`config.mk`:
```
export PLATFORM = sky130hd
export DESIGN_NAME = octal_phy_mgmt
export DESIGN_NICKNAME = d
export VERILOG_FILES = /design/src/rtl/mgmt_pkg.sv /design/src/rtl/mdio_frame_rx.sv /design/src/rtl/mgmt_port_regs.sv /design/src/rtl/octal_phy_mgmt.sv
export SDC_FILE = /design/constraint.sdc
export NUM_CORES = 1
export LEC_CHECK = 0
export BUFFER_PORTS_ARGS = -buffer_cell sky130_fd_sc_hd__buf_2
export CAP_MARGIN = 20
export CORE_UTILIZATION = 33
export DETAILED_ROUTE_END_ITERATION = 10
export GPL_ROUTABILITY_DRIVEN = 0
export PLACE_DENSITY = 0.6
export SLEW_MARGIN = 20
export SYNTH_ARGS = -nofsm -noshare
export SYNTH_HDL_FRONTEND = slang
export SYNTH_SLANG_ARGS = --single-unit
```
`constraint.sdc`:
```
create_clock -name mdc -period 3.4 [get_ports mdc]
set_input_delay 0 -clock mdc [delete_from_list [all_inputs] [get_ports mdc]]
set_output_delay 0 -clock mdc [all_outputs]
set_load 0.01 [all_outputs]
```
`src/rtl/mgmt_pkg.sv`:
```
package mgmt_pkg;
   localparam int PHYAW     = 5;
   localparam int REGAW     = 5;
   localparam int DATAW     = 16;
   localparam int HDRW      = 13;   // start bit 2, opcode, phy, reg
   localparam logic [REGAW-1:0] REG_CTRL = 5'd0;
   localparam logic [REGAW-1:0] REG_ADV  = 5'd4;
   localparam logic [REGAW-1:0] REG_LPA  = 5'd5;
   localparam int BIT_AN    = 12;
   localparam int BIT_PAUSE = 10;
   localparam int ABIL_LO   = 5;
   localparam int ABIL_HI   = 8;
   localparam logic [4:0] SELECTOR = 5'b00001;
   localparam logic [1:0] OP_RD = 2'b10;
   localparam logic [1:0] OP_WR = 2'b01;

   typedef enum logic [1:0] {
      FS_IDLE, FS_HDR, FS_TA, FS_DATA
   } frm_state_t;
endpackage

```
`src/rtl/mdio_frame_rx.sv`:
```
module mdio_frame_rx
   import mgmt_pkg::*;
#(
   parameter int PREAMBLE_LEN = 32
) (
   input  logic             clk,
   input  logic             rst_n,
   input  logic             mdio_in,
   input  logic             hit,
   input  logic [DATAW-1:0] rd_data,
   output logic [PHYAW-1:0] frm_phy,
   output logic [REGAW-1:0] frm_reg,
   output logic             wr_stb,
   output logic [DATAW-1:0] wr_data,
   output logic             mdio_out,
   output logic             mdio_oe
);
   localparam int CNTW = $clog2(PREAMBLE_LEN + 1);
   localparam logic [CNTW-1:0] PRE_MAX = CNTW'(PREAMBLE_LEN);

   generate
      if (PREAMBLE_LEN < 1 || PREAMBLE_LEN > 64) begin : g_bad_pre
         $error("PREAMBLE_LEN out of range");
      end
   endgenerate

   frm_state_t       st;
   logic [CNTW-1:0]  pre_cnt;
   logic [3:0]       bit_cnt;
   logic [HDRW-2:0]  hdr;
   logic             is_rd;
   logic [DATAW-1:0] shreg;
   logic [HDRW-1:0]  hdr_full;
   logic             hdr_ok;

   assign hdr_full = {hdr, mdio_in};
   assign hdr_ok   = hdr_full[12] &&
                     (hdr_full[11:10] == OP_RD || hdr_full[11:10] == OP_WR);
   assign wr_stb   = (st == FS_DATA) && (bit_cnt == 4'd15) && !is_rd;
   assign wr_data  = {shreg[DATAW-2:0], mdio_in};

   always_ff @(posedge clk) begin
      if (!rst_n) begin
         st       <= FS_IDLE;
         pre_cnt  <= '0;
         bit_cnt  <= '0;
         hdr      <= '0;
         is_rd    <= 1'b0;
         shreg    <= '0;
         frm_phy  <= '0;
         frm_reg  <= '0;
         mdio_out <= 1'b0;
         mdio_oe  <= 1'b0;
      end else begin
         case (st)
            FS_IDLE: begin
               mdio_oe <= 1'b0;
               if (mdio_in) begin
                  if (pre_cnt != PRE_MAX) pre_cnt <= pre_cnt + 1'b1;
               end else begin
                  if (pre_cnt == PRE_MAX) begin
                     st      <= FS_HDR;
                     bit_cnt <= '0;
                  end
                  pre_cnt <= '0;
               end
            end
            FS_HDR: begin
               hdr     <= {hdr[HDRW-3:0], mdio_in};
               bit_cnt <= bit_cnt + 1'b1;
               if (bit_cnt == 4'(HDRW - 1)) begin
                  frm_phy <= hdr_full[9:5];
                  frm_reg <= hdr_full[4:0];
                  is_rd   <= (hdr_full[11:10] == OP_RD);
                  bit_cnt <= '0;
                  st      <= hdr_ok ? FS_TA : FS_IDLE;
               end
            end
            FS_TA: begin
               bit_cnt <= bit_cnt + 1'b1;
               if (bit_cnt == 4'd0) begin
                  mdio_oe  <= is_rd && hit;
                  mdio_out <= 1'b0;
                  shreg    <= rd_data;
               end else begin
                  st       <= FS_DATA;
                  bit_cnt  <= '0;
                  mdio_out <= shreg[DATAW-1];
                  shreg    <= {shreg[DATAW-2:0], 1'b0};
               end
            end
            default: begin
               mdio_out <= shreg[DATAW-1];
               shreg    <= {shreg[DATAW-2:0], mdio_in};
               bit_cnt  <= bit_cnt + 1'b1;
               if (bit_cnt == 4'd15) begin
                  st      <= FS_IDLE;
                  mdio_oe <= 1'b0;
               end
            end
         endcase
      end
   end
endmodule

```
`src/rtl/mgmt_port_regs.sv`:
```
module mgmt_port_regs
   import mgmt_pkg::*;
#(
   parameter bit IS_FIBER = 1'b0
) (
   input  logic             clk,
   input  logic             rst_n,
   input  logic             init_pause,
   input  logic             par_full,
   input  logic             wr_en,
   input  logic [REGAW-1:0] acc_reg,
   input  logic [DATAW-1:0] wr_data,
   output logic [DATAW-1:0] rd_data,
   input  logic             lp_done,
   input  logic             lp_pdet,
   input  logic             lp_speed100,
   input  logic             lp_full,
   input  logic             lp_pause,
   output logic             an_en,
   output logic             pause_lp,
   output logic             link_speed100,
   output logic             link_full
);
   logic       pause_adv;
   logic [3:0] abil;

   generate
      if (IS_FIBER) begin : g_fiber
         assign an_en = 1'b0;
      end else begin : g_copper
         logic an_q;
         always_ff @(posedge clk) begin
            if (!rst_n)
               an_q <= 1'b1;
            else if (wr_en && acc_reg == REG_CTRL)
               an_q <= wr_data[BIT_AN];
         end
         assign an_en = an_q;
      end
   endgenerate

   always_ff @(posedge clk) begin
      if (!rst_n) begin
         pause_adv     <= init_pause;
         abil          <= '1;
         pause_lp      <= init_pause;
         link_speed100 <= 1'b0;
         link_full     <= 1'b0;
      end else begin
         if (wr_en && acc_reg == REG_ADV) begin
            pause_adv <= wr_data[BIT_PAUSE];
            abil      <= wr_data[ABIL_HI:ABIL_LO];
         end
         if (an_en) begin
            if (lp_done) pause_lp <= lp_pause;
         end else if (wr_en && acc_reg == REG_LPA) begin
            pause_lp <= wr_data[BIT_PAUSE];
         end
         if (an_en && lp_done) begin
            link_speed100 <= lp_speed100;
            link_full     <= lp_full;
         end else if (an_en && lp_pdet) begin
            link_speed100 <= lp_speed100;
            link_full     <= par_full;
         end
      end
   end

   always_comb begin
      rd_data = '0;
      case (acc_reg)
         REG_CTRL: rd_data[BIT_AN] = an_en;
         REG_ADV: begin
            rd_data[BIT_PAUSE]       = pause_adv;
            rd_data[ABIL_HI:ABIL_LO] = abil;
            rd_data[4:0]             = SELECTOR;
         end
         REG_LPA:  rd_data[BIT_PAUSE] = pause_lp;
         default:  rd_data = '0;
      endcase
   end

   logic unused_wr;
   assign unused_wr = ^{wr_data[15:13], wr_data[11], wr_data[9], wr_data[4:0]};
endmodule

```
`src/rtl/octal_phy_mgmt.sv`:
```
module octal_phy_mgmt
   import mgmt_pkg::*;
#(
   parameter int                NPORTS       = 8,
   parameter logic [NPORTS-1:0] FIBER_MASK   = '0,
   parameter int                PREAMBLE_LEN = 32,
   localparam int               IDXW         = $clog2(NPORTS),
   localparam int               STRAPW       = PHYAW - IDXW
) (
   input  logic              mdc,
   input  logic              rst_n,
   input  logic [STRAPW-1:0] strap_addr,
   input  logic              strap_pause,
   input  logic              strap_par_full,
   input  logic              mdio_in,
   output logic              mdio_out,
   output logic              mdio_oe,
   input  logic [NPORTS-1:0] lp_done,
   input  logic [NPORTS-1:0] lp_pdet,
   input  logic [NPORTS-1:0] lp_speed100,
   input  logic [NPORTS-1:0] lp_full,
   input  logic [NPORTS-1:0] lp_pause,
   output logic [NPORTS-1:0] link_speed100,
   output logic [NPORTS-1:0] link_full
);
   generate
      if (NPORTS < 2 || NPORTS > 16 || (1 << IDXW) != NPORTS) begin : g_bad_n
         $error("NPORTS must be a power of two from 2 to 16");
      end
   endgenerate

   logic [STRAPW-1:0] strap_q;
   logic              par_full_q;
   logic [PHYAW-1:0]  frm_phy;
   logic [REGAW-1:0]  frm_reg;
   logic              wr_stb;
   logic [DATAW-1:0]  wr_data;
   logic [DATAW-1:0]  rd_mux;
   logic              hit;
   logic [NPORTS-1:0] match;
   logic [NPORTS-1:0] an_en;
   logic [NPORTS-1:0] pause_lp;
   logic [DATAW-1:0]  port_rd [NPORTS];

   // straps follow the pins during reset and freeze at its release
   always_ff @(posedge mdc) begin
      if (!rst_n) begin
         strap_q    <= strap_addr;
         par_full_q <= strap_par_full;
      end
   end

   mdio_frame_rx #(.PREAMBLE_LEN(PREAMBLE_LEN)) u_rx (
      .clk(mdc), .rst_n(rst_n), .mdio_in(mdio_in), .hit(hit),
      .rd_data(rd_mux), .frm_phy(frm_phy), .frm_reg(frm_reg),
      .wr_stb(wr_stb), .wr_data(wr_data),
      .mdio_out(mdio_out), .mdio_oe(mdio_oe)
   );

   for (genvar i = 0; i < NPORTS; i++) begin : g_port
      assign match[i] = (frm_phy == {strap_q, IDXW'(i)});

      mgmt_port_regs #(.IS_FIBER(FIBER_MASK[i])) u_regs (
         .clk(mdc), .rst_n(rst_n),
         .init_pause(strap_pause), .par_full(par_full_q),
         .wr_en(wr_stb && match[i]), .acc_reg(frm_reg),
         .wr_data(wr_data), .rd_data(port_rd[i]),
         .lp_done(lp_done[i]), .lp_pdet(lp_pdet[i]),
         .lp_speed100(lp_speed100[i]), .lp_full(lp_full[i]),
         .lp_pause(lp_pause[i]), .an_en(an_en[i]),
         .pause_lp(pause_lp[i]),
         .link_speed100(link_speed100[i]), .link_full(link_full[i])
      );
   end

   assign hit = |match;

   always_comb begin
      rd_mux = '0;
      for (int i = 0; i < NPORTS; i++)
         if (match[i]) rd_mux = rd_mux | port_rd[i];
   end
endmodule

```
==> results of run 1 <==
-- metal layers --
layer | routed length (um) | GRT usage, % | vias to the layer above
li1 | - | - | 2443
met1 | 7065 | 21.90 | 2397
met2 | 7187 | 27.55 | 135
met3 | 663 | 3.900 | 34
met4 | 459 | 8.791 | 0
met5 | 0 | 0 | -
-- critical path: stages, from the launching register on --
cell and delay (ps):
dfxtp_1 760, nor2b_1 310, nor4b_1 650, nand3_1 440, nand2_1 190
-- path summary, 6_finish.rpt --
kind / from / endpoint / depth (start not counted)
worst max-delay path: u_rx.frm_phy[1]$_SDFFE_PN0P_ / g_port[2].u_regs.pause_adv$_DFFE_PP_ / 4
worst max register to register: u_rx.frm_phy[1]$_SDFFE_PN0P_ / g_port[2].u_regs.pause_adv$_DFFE_PP_ / 4
worst min-delay path: lp_done[5] / g_port[5].u_regs.pause_lp$_DFFE_PP_ / 3
worst min register to register: u_rx.hdr[11]$_SDFFE_PN0P_ / u_rx.hdr[11]$_SDFFE_PN0P_ / 2
-- area by class of cell --
cell class | instances | area, um2
Clock buffer | 28 | 548.0
Clock inverter | 4 | 45.04
Fill cell | 1745 | 10490
Inverter | 15 | 56.30
Multi-Input combinational cell | 449 | 2954
Sequential cell | 128 | 2753
Tap cell | 229 | 286.5
Timing Repair Buffer | 117 | 828.3
-- logic make-up (layout without fill, tap and decap cells) --
logic type | Yosys count | count (layout) | share of synthesized area, %
AND/OR/NAND/NOR | 234 | 234 | 18.90
adder cells (fa/ha/maj) | 5 | 5 | 1.034
XOR/XNOR | 12 | 12 | 1.737
multiplexers | 81 | 81 | 15.01
flip-flops | 128 | 128 | 45.48
buffers and inverters | 73 | 164 | 5.747
AO/OA/AOI/OAI | 117 | 117 | 12.09
-- power by group through the flow --
stage | clock, W | combinational (W) | sequential [W]
finish | 0.00180 | 0.000266 | 0.00160
global route | 0.00190 | 0.000296 | 0.00161
CTS | 0.00183 | 0.000263 | 0.00160
detailed placement | 0 | 0.000218 | 0.00163
global placement | 0 | 0.000217 | 0.00163
floorplan | 0 | 0.000157 | 0.00162
-- repair_timing --
action                    CTS  global route
hold endpoints to repair   34             0
hold buffers               44             0
buffers inserted            0             0
-- layout by cell type (no fill, tap or decap), types with 4 or more instances in the layout --
| cell | count |
|---|---|
| a21oi_1 | 51 |
| a22oi_1 | 7 |
| and2_1 | 4 |
| buf_2 | 64 |
| buf_4 | 9 |
| clkbuf_1 | 4 |
| clkbuf_16 | 18 |
| clkbuf_8 | 6 |
| dfxtp_1 | 109 |
| dlygate4sd3_1 | 44 |
| edfxtp_1 | 19 |
| ha_1 | 5 |
| inv_1 | 14 |
| mux2_2 | 8 |
| mux2i_1 | 66 |
| mux4_2 | 7 |
| nand2_1 | 108 |
| nand2b_1 | 12 |
| nand3_1 | 10 |
| nand4_1 | 14 |
| nor2_1 | 37 |
| nor2b_1 | 12 |
| nor3_1 | 7 |
| nor3_4 | 4 |
| nor4_1 | 4 |
| nor4b_1 | 4 |
| o211ai_1 | 7 |
| o21a_1 | 8 |
| o21ai_0 | 15 |
| o311ai_0 | 7 |
| xnor2_1 | 5 |
| xor2_1 | 7 |
-- through the flow --
stage	hold slack, ps	utilization (%)
after detailed placement	178.1	35.82
after floorplan	98.87	-
after global placement	178.4	35.82
final	10.15	41.59
after global routing	30.44	41.59
after CTS	0.9355	41.58
==> flow_metrics.py, run 1 <==
metrics = {
    "placement": {
        "placed_cell_area_um2": 6435,
        "place_ws_ps": 885.9,
        "numPortBuffers": 64,
        "hpwl_um": 10200,
        "place_inst": 894,
    },
    "power_and_ir_drop": {
        "power.switching_w": 0.0008048,
        "p_int_w": 0.002868,
        "p_comb_share_pct": 7.3,
        "p_clk_share_pct": 49.1,
        "seqPwrFrac_pct": 43.6,
        "power.leakage_nw": 2.990,
        "switching_share_pct": 21.91,
        "power_density_nw_per_um2": 491.6,
        "power_w": 0.003673,
        "peakVddDrop_mv": 0.3283,
    },
    "critical_path": {
        "crit_type": "reg -> reg",
        "critPathMaxFanout": 14,
        "critical_path_arrival_ps": 2770,
        "r2r_slack_ps": 750,
        "critPathCaptureType": "flop",
        "required_ps": 3530,
        "cp-start-kind": "flop",
    },
    "grt": {
        "overflow": 0,
        "grt_pass1_vias": 4826,
        "grt_pass1_wl_um": 24670,
        "antenna_found_initial": 0,
        "grt_max_degree": 38,
        "grt_use_total_pct": 17.32,
    },
    "outcome": {
        "outcome": "finished, final reports clean",
    },
    "clock_tree": {
        "cts-buffers-inserted": 17,
        "cts.root.buffer_cell": "clkbuf_16",
        "cts_resized": 0,
        "clock-sinks": 128,
        "clkSlewWorstSetupHoldPaths_ps": 50,
        "htreeDepth": 4,
        "clock_latency_ps": 420,
        "cts_tree": "yes",
        "cts_buffer_depth": 2,
    },
    "die": {
        "core_um2": 17960,
        "die_area_um2": 18890,
        "row_count": 49,
        "io_pins": 65,
        "dieWidth_um": 137.4,
        "die_h_um": 137.4,
        "initial_core_util_pct": 33.69,
    },
    "synthesis": {
        "ys.flop_type": "dfxtp_1",
        "synth.most_common_cell": "dfxtp_1",
        "syn-num-nets": 702,
        "synth_cells": 650,
        "ys_seq_elements": 128,
        "synth.distinct_cells": 59,
        "yosysSeqAreaShare_pct": 45.48,
        "synthTopCellsByArea": "dfxtp_1 (36%), mux2i_1 (11%), edfxtp_1 (9.4%)",
        "synth-edff-count": 19,
        "yosysWarnings": 0,
        "synthArstFlopShare_pct": 0,
        "synth_area_um2": 6052,
        "synth.largest_area_cell": "dfxtp_1",
        "ys_top_cells_by_count": "dfxtp_1 (109), nand2_1 (108), mux2i_1 (66)",
        "synth_top_area_share_pct": 36.06,
        "syn_avg_cell_area_um2": 9.311,
    },
    "cells_and_area": {
        "instances_no_fill": 970,
        "areaGrowthSynthToFinish_pct": 23.44,
        "drive_above_1_share_pct": 17.14,
        "regMostFlops": "g_port.u_regs.abil",
        "final_area_um2": 7471,
        "diodes": 0,
        "final_nets": 780,
        "reg_top3": "g_port.u_regs.abil (32), u_rx.shreg (16), u_rx.hdr (12)",
        "largest_reg_flops": 32,
    },
    "sta": {
        "skew_ps": 6.077,
        "final.min_clock_period_ps": 2646,
        "slew_headroom_pct": 48.83,
        "final_max_slew_viol_count": 0,
        "final-hold-violation-count": 0,
        "fin_tns_setup_ps": 0,
        "worst_slew_pin_slew_ps": 756.9,
        "grt_setup_unrepaired": "no",
        "max_clock_freq_ghz": 0.3779,
        "final.setup.worst_slack_ps": 754.1,
        "setup_viol": 0,
        "finalCritPeriodShare_pct": 77.82,
    },
    "drt": {
        "vias_per_cell": 5.164,
        "postRouteAntennaNets": 0,
        "drt_iter0_markers": 320,
        "first_pass_iters": 5,
        "wl_um": 15380,
        "drcViolationCount": 0,
        "avgRoutedWirePerCell_um": 15.85,
        "vias": 5009,
    },
    "run": {
        "cap_violations": 0,
    },
    "hold_path": {
        "hold_class": "in -> reg",
    },
}
Power figures use the tool's default switching activity.
==> inputs of run 2 (changes only) <==
==> constraint.sdc (replaced) <==
create_clock -name mdc -period 2.65 [get_ports mdc]
set_input_delay 0 -clock mdc [delete_from_list [all_inputs] [get_ports mdc]]
set_output_delay 0 -clock mdc [all_outputs]
set_load 0.01 [all_outputs]
==> flow_metrics.py, run 2 (synthesized netlist as in run 1, its figures left out) <==
metrics = {
    "critical_path": {
        "required_ps": 2710,
        "reg2reg_to": "g_port[1].u_regs.pause_lp$_DFFE_PP_",
        "path_cells": "or3b_1 -> or3b_2 -> inv_1 -> nand2_1 -> o311ai_0",
        "max_stage_delay_ps": 500,
        "critPathCaptureType": "flop",
        "r2r_slack_ps": 280,
        "critical_path_arrival_ps": 2430,
        "reg2reg_from": "u_rx.frm_reg[3]$_SDFFE_PN0P_",
        "r2r_cells": 5,
        "crit_slowest_cell": "or3b_2",
        "crit_type": "reg -> reg",
        "critPathMaxFanout": 6,
        "cp-start-kind": "flop",
        "crit_buf_inv": 1,
        "path_delay_family": "simple AND/OR/NAND/NOR gates",
    },
    "placement": {
        "numPortBuffers": 64,
        "place_ws_ps": 250.7,
        "hpwl_um": 10450,
    },
    "grt": {
        "grt_pass1_wl_um": 25110,
        "grt_max_degree": 38,
        "grt_pass1_vias": 4887,
        "overflow": 0,
        "grt_use_total_pct": 17.55,
        "antenna_found_initial": 0,
    },
    "die": {
        "row_count": 49,
        "die_area_um2": 18890,
        "die_h_um": 137.4,
        "core_um2": 17960,
        "initial_core_util_pct": 33.69,
        "io_pins": 65,
        "dieWidth_um": 137.4,
    },
    "power_and_ir_drop": {
        "power.leakage_nw": 3.050,
        "switching_share_pct": 21.43,
        "peakVddDrop_mv": 0.3545,
        "p_int_w": 0.003877,
        "power.switching_w": 0.001057,
        "power_density_nw_per_um2": 651.6,
        "p_comb_share_pct": 7.1,
        "seqPwrFrac_pct": 41.7,
        "p_clk_share_pct": 51.2,
        "power_w": 0.004935,
    },
    "cells_and_area": {
        "final_cell_mix": "dfxtp_1 (109), nand2_1 (108), mux2i_1 (66)",
        "final_common_cell": "dfxtp_1",
        "diodes": 0,
        "regMostFlops": "g_port.u_regs.abil",
        "final_nets": 789,
        "finish.utilization_pct": 42.16,
        "drive_above_1_share_pct": 18.27,
        "reg_top3": "g_port.u_regs.abil (32), u_rx.shreg (16), u_rx.hdr (12)",
        "largest_reg_flops": 32,
        "areaGrowthSynthToFinish_pct": 25.14,
    },
    "sta": {
        "slew_headroom_pct": 40.02,
        "setup_viol": 0,
        "final.setup.worst_slack_ps": 280.1,
        "grt_setup_unrepaired": "no",
        "max_clock_freq_ghz": 0.4220,
        "finalCritPeriodShare_pct": 89.43,
        "skew_ps": 9.023,
        "final-hold-violation-count": 0,
        "worst_slew_pin_slew_ps": 898.4,
        "final_max_slew_viol_count": 0,
        "final.min_clock_period_ps": 2370,
        "fin_tns_setup_ps": 0,
    },
    "clock_tree": {
        "htreeDepth": 4,
        "cts_tree": "yes",
        "cts_setup_buffers": 0,
        "clkSlewWorstSetupHoldPaths_ps": 60,
        "cts-buffers-inserted": 17,
        "cts_resized": 0,
        "clock-sinks": 128,
        "clock_latency_ps": 420,
        "cts_buffer_depth": 2,
        "cts.root.buffer_cell": "clkbuf_16",
    },
    "drt": {
        "first_pass_iters": 4,
        "avgRoutedWirePerCell_um": 15.61,
        "wl_um": 15290,
        "drcViolationCount": 0,
        "vias": 4924,
        "drt_iter0_markers": 307,
        "postRouteAntennaNets": 0,
        "vias_per_cell": 5.030,
    },
    "hold_path": {
        "holdPathStages": 4,
        "min_from": "lp_pdet[1]",
        "hold_class": "in -> reg",
        "hold_end": "g_port[1].u_regs.link_speed100$_SDFFE_PN0P_",
    },
    "outcome": {
        "outcome": "finished, final reports clean",
    },
    "run": {
        "cap_violations": 0,
    },
}
run 2: cell count changes in the layout (fill, tap and decap cells not counted), moves of 2 or more:
cell           previous run  this run
buf_4                     9        20
clkbuf_8                  6         1
bufinv_16                 1         5
clkbuf_1                  4         2
clkinv_1                  1         3
dlygate4sd3_1            44        42
run 2: power groups by stage:
stage                     clock [W]  sequential, W  combinational (W)
after global routing        0.00265        0.00206           0.000391
after floorplan                   0        0.00208           0.000201
final                       0.00253        0.00206           0.000351
after CTS                   0.00257        0.00206           0.000350
after detailed placement          0        0.00210           0.000295
after global placement            0        0.00210           0.000292
run 2: layout make-up:
type                    count  area [um2]
clock buffers              20       446.7
clock inverters            12       188.9
fillers                  1724       10390
inverters                  15       56.30
multi-input cells         449        2952
flip-flops and latches    128        2753
well taps                 229       286.5
repair buffers            126       890.9
run 2: how the worst max path moves through the flow:
| stage | cells after the start | to | startpoint | slack [ps] |
|---|---|---|---|---|
| global route | 6 | g_port[7].u_regs.abil[2]$_SDFFE_PN1P_ | u_rx.bit_cnt[0]$_SDFFE_PN0P_ | 140 |
| detailed placement | 5 | g_port[1].u_regs.pause_lp$_DFFE_PP_ | u_rx.frm_reg[2]$_SDFFE_PN0P_ | 250 |
| global placement | 5 | g_port[0].u_regs.pause_lp$_DFFE_PP_ | u_rx.frm_reg[2]$_SDFFE_PN0P_ | 290 |
| finish | 5 | g_port[1].u_regs.pause_lp$_DFFE_PP_ | u_rx.frm_reg[3]$_SDFFE_PN0P_ | 280 |
| floorplan | 5 | g_port[7].u_regs.pause_lp$_DFFE_PP_ | u_rx.frm_reg[2]$_SDFFE_PN0P_ | 640 |
| CTS | 5 | g_port[1].u_regs.pause_lp$_DFFE_PP_ | u_rx.frm_reg[2]$_SDFFE_PN0P_ | 260 |
run 2: per-stage QoR:
| stage | hold WS [ps] | instances | cell area (um2) |
|---|---|---|---|
| 6_report | 15.60 | 979 | 7574 |
| 5_1_grt | 29.41 | 979 | 7574 |
| 4_1_cts | 2.348 | 979 | 7574 |
| 3_5_place_dp | 179.8 | 905 | 6518 |
| 3_3_place_gp | 184.0 | 905 | 6518 |
| 2_1_floorplan | 98.87 | 650 | 6052 |
run 2: timing repair:
| item | in CTS | in global routing |
|---|---|---|
| hold endpoints to repair | 34 | 0 |
| hold buffers | 42 | 0 |
| endpoints found under the setup margin | 0 | 0 |
run 2: worst min-delay path, delay by kind of cell:
family	cells	cell delay (ps)
simple gates	1	90
compound gates	1	140
mux	1	80
buf+inv	1	90
run 2: routing by layer:
layer	up-vias	wire (um)	track usage (%)	share of wire, %
met3	23	553	4.305	3.6
met4	0	411	8.791	2.7
met5	-	0	0	0
met1	2330	7029	21.51	46
met2	109	7291	28.53	48
li1	2462	-	-	-
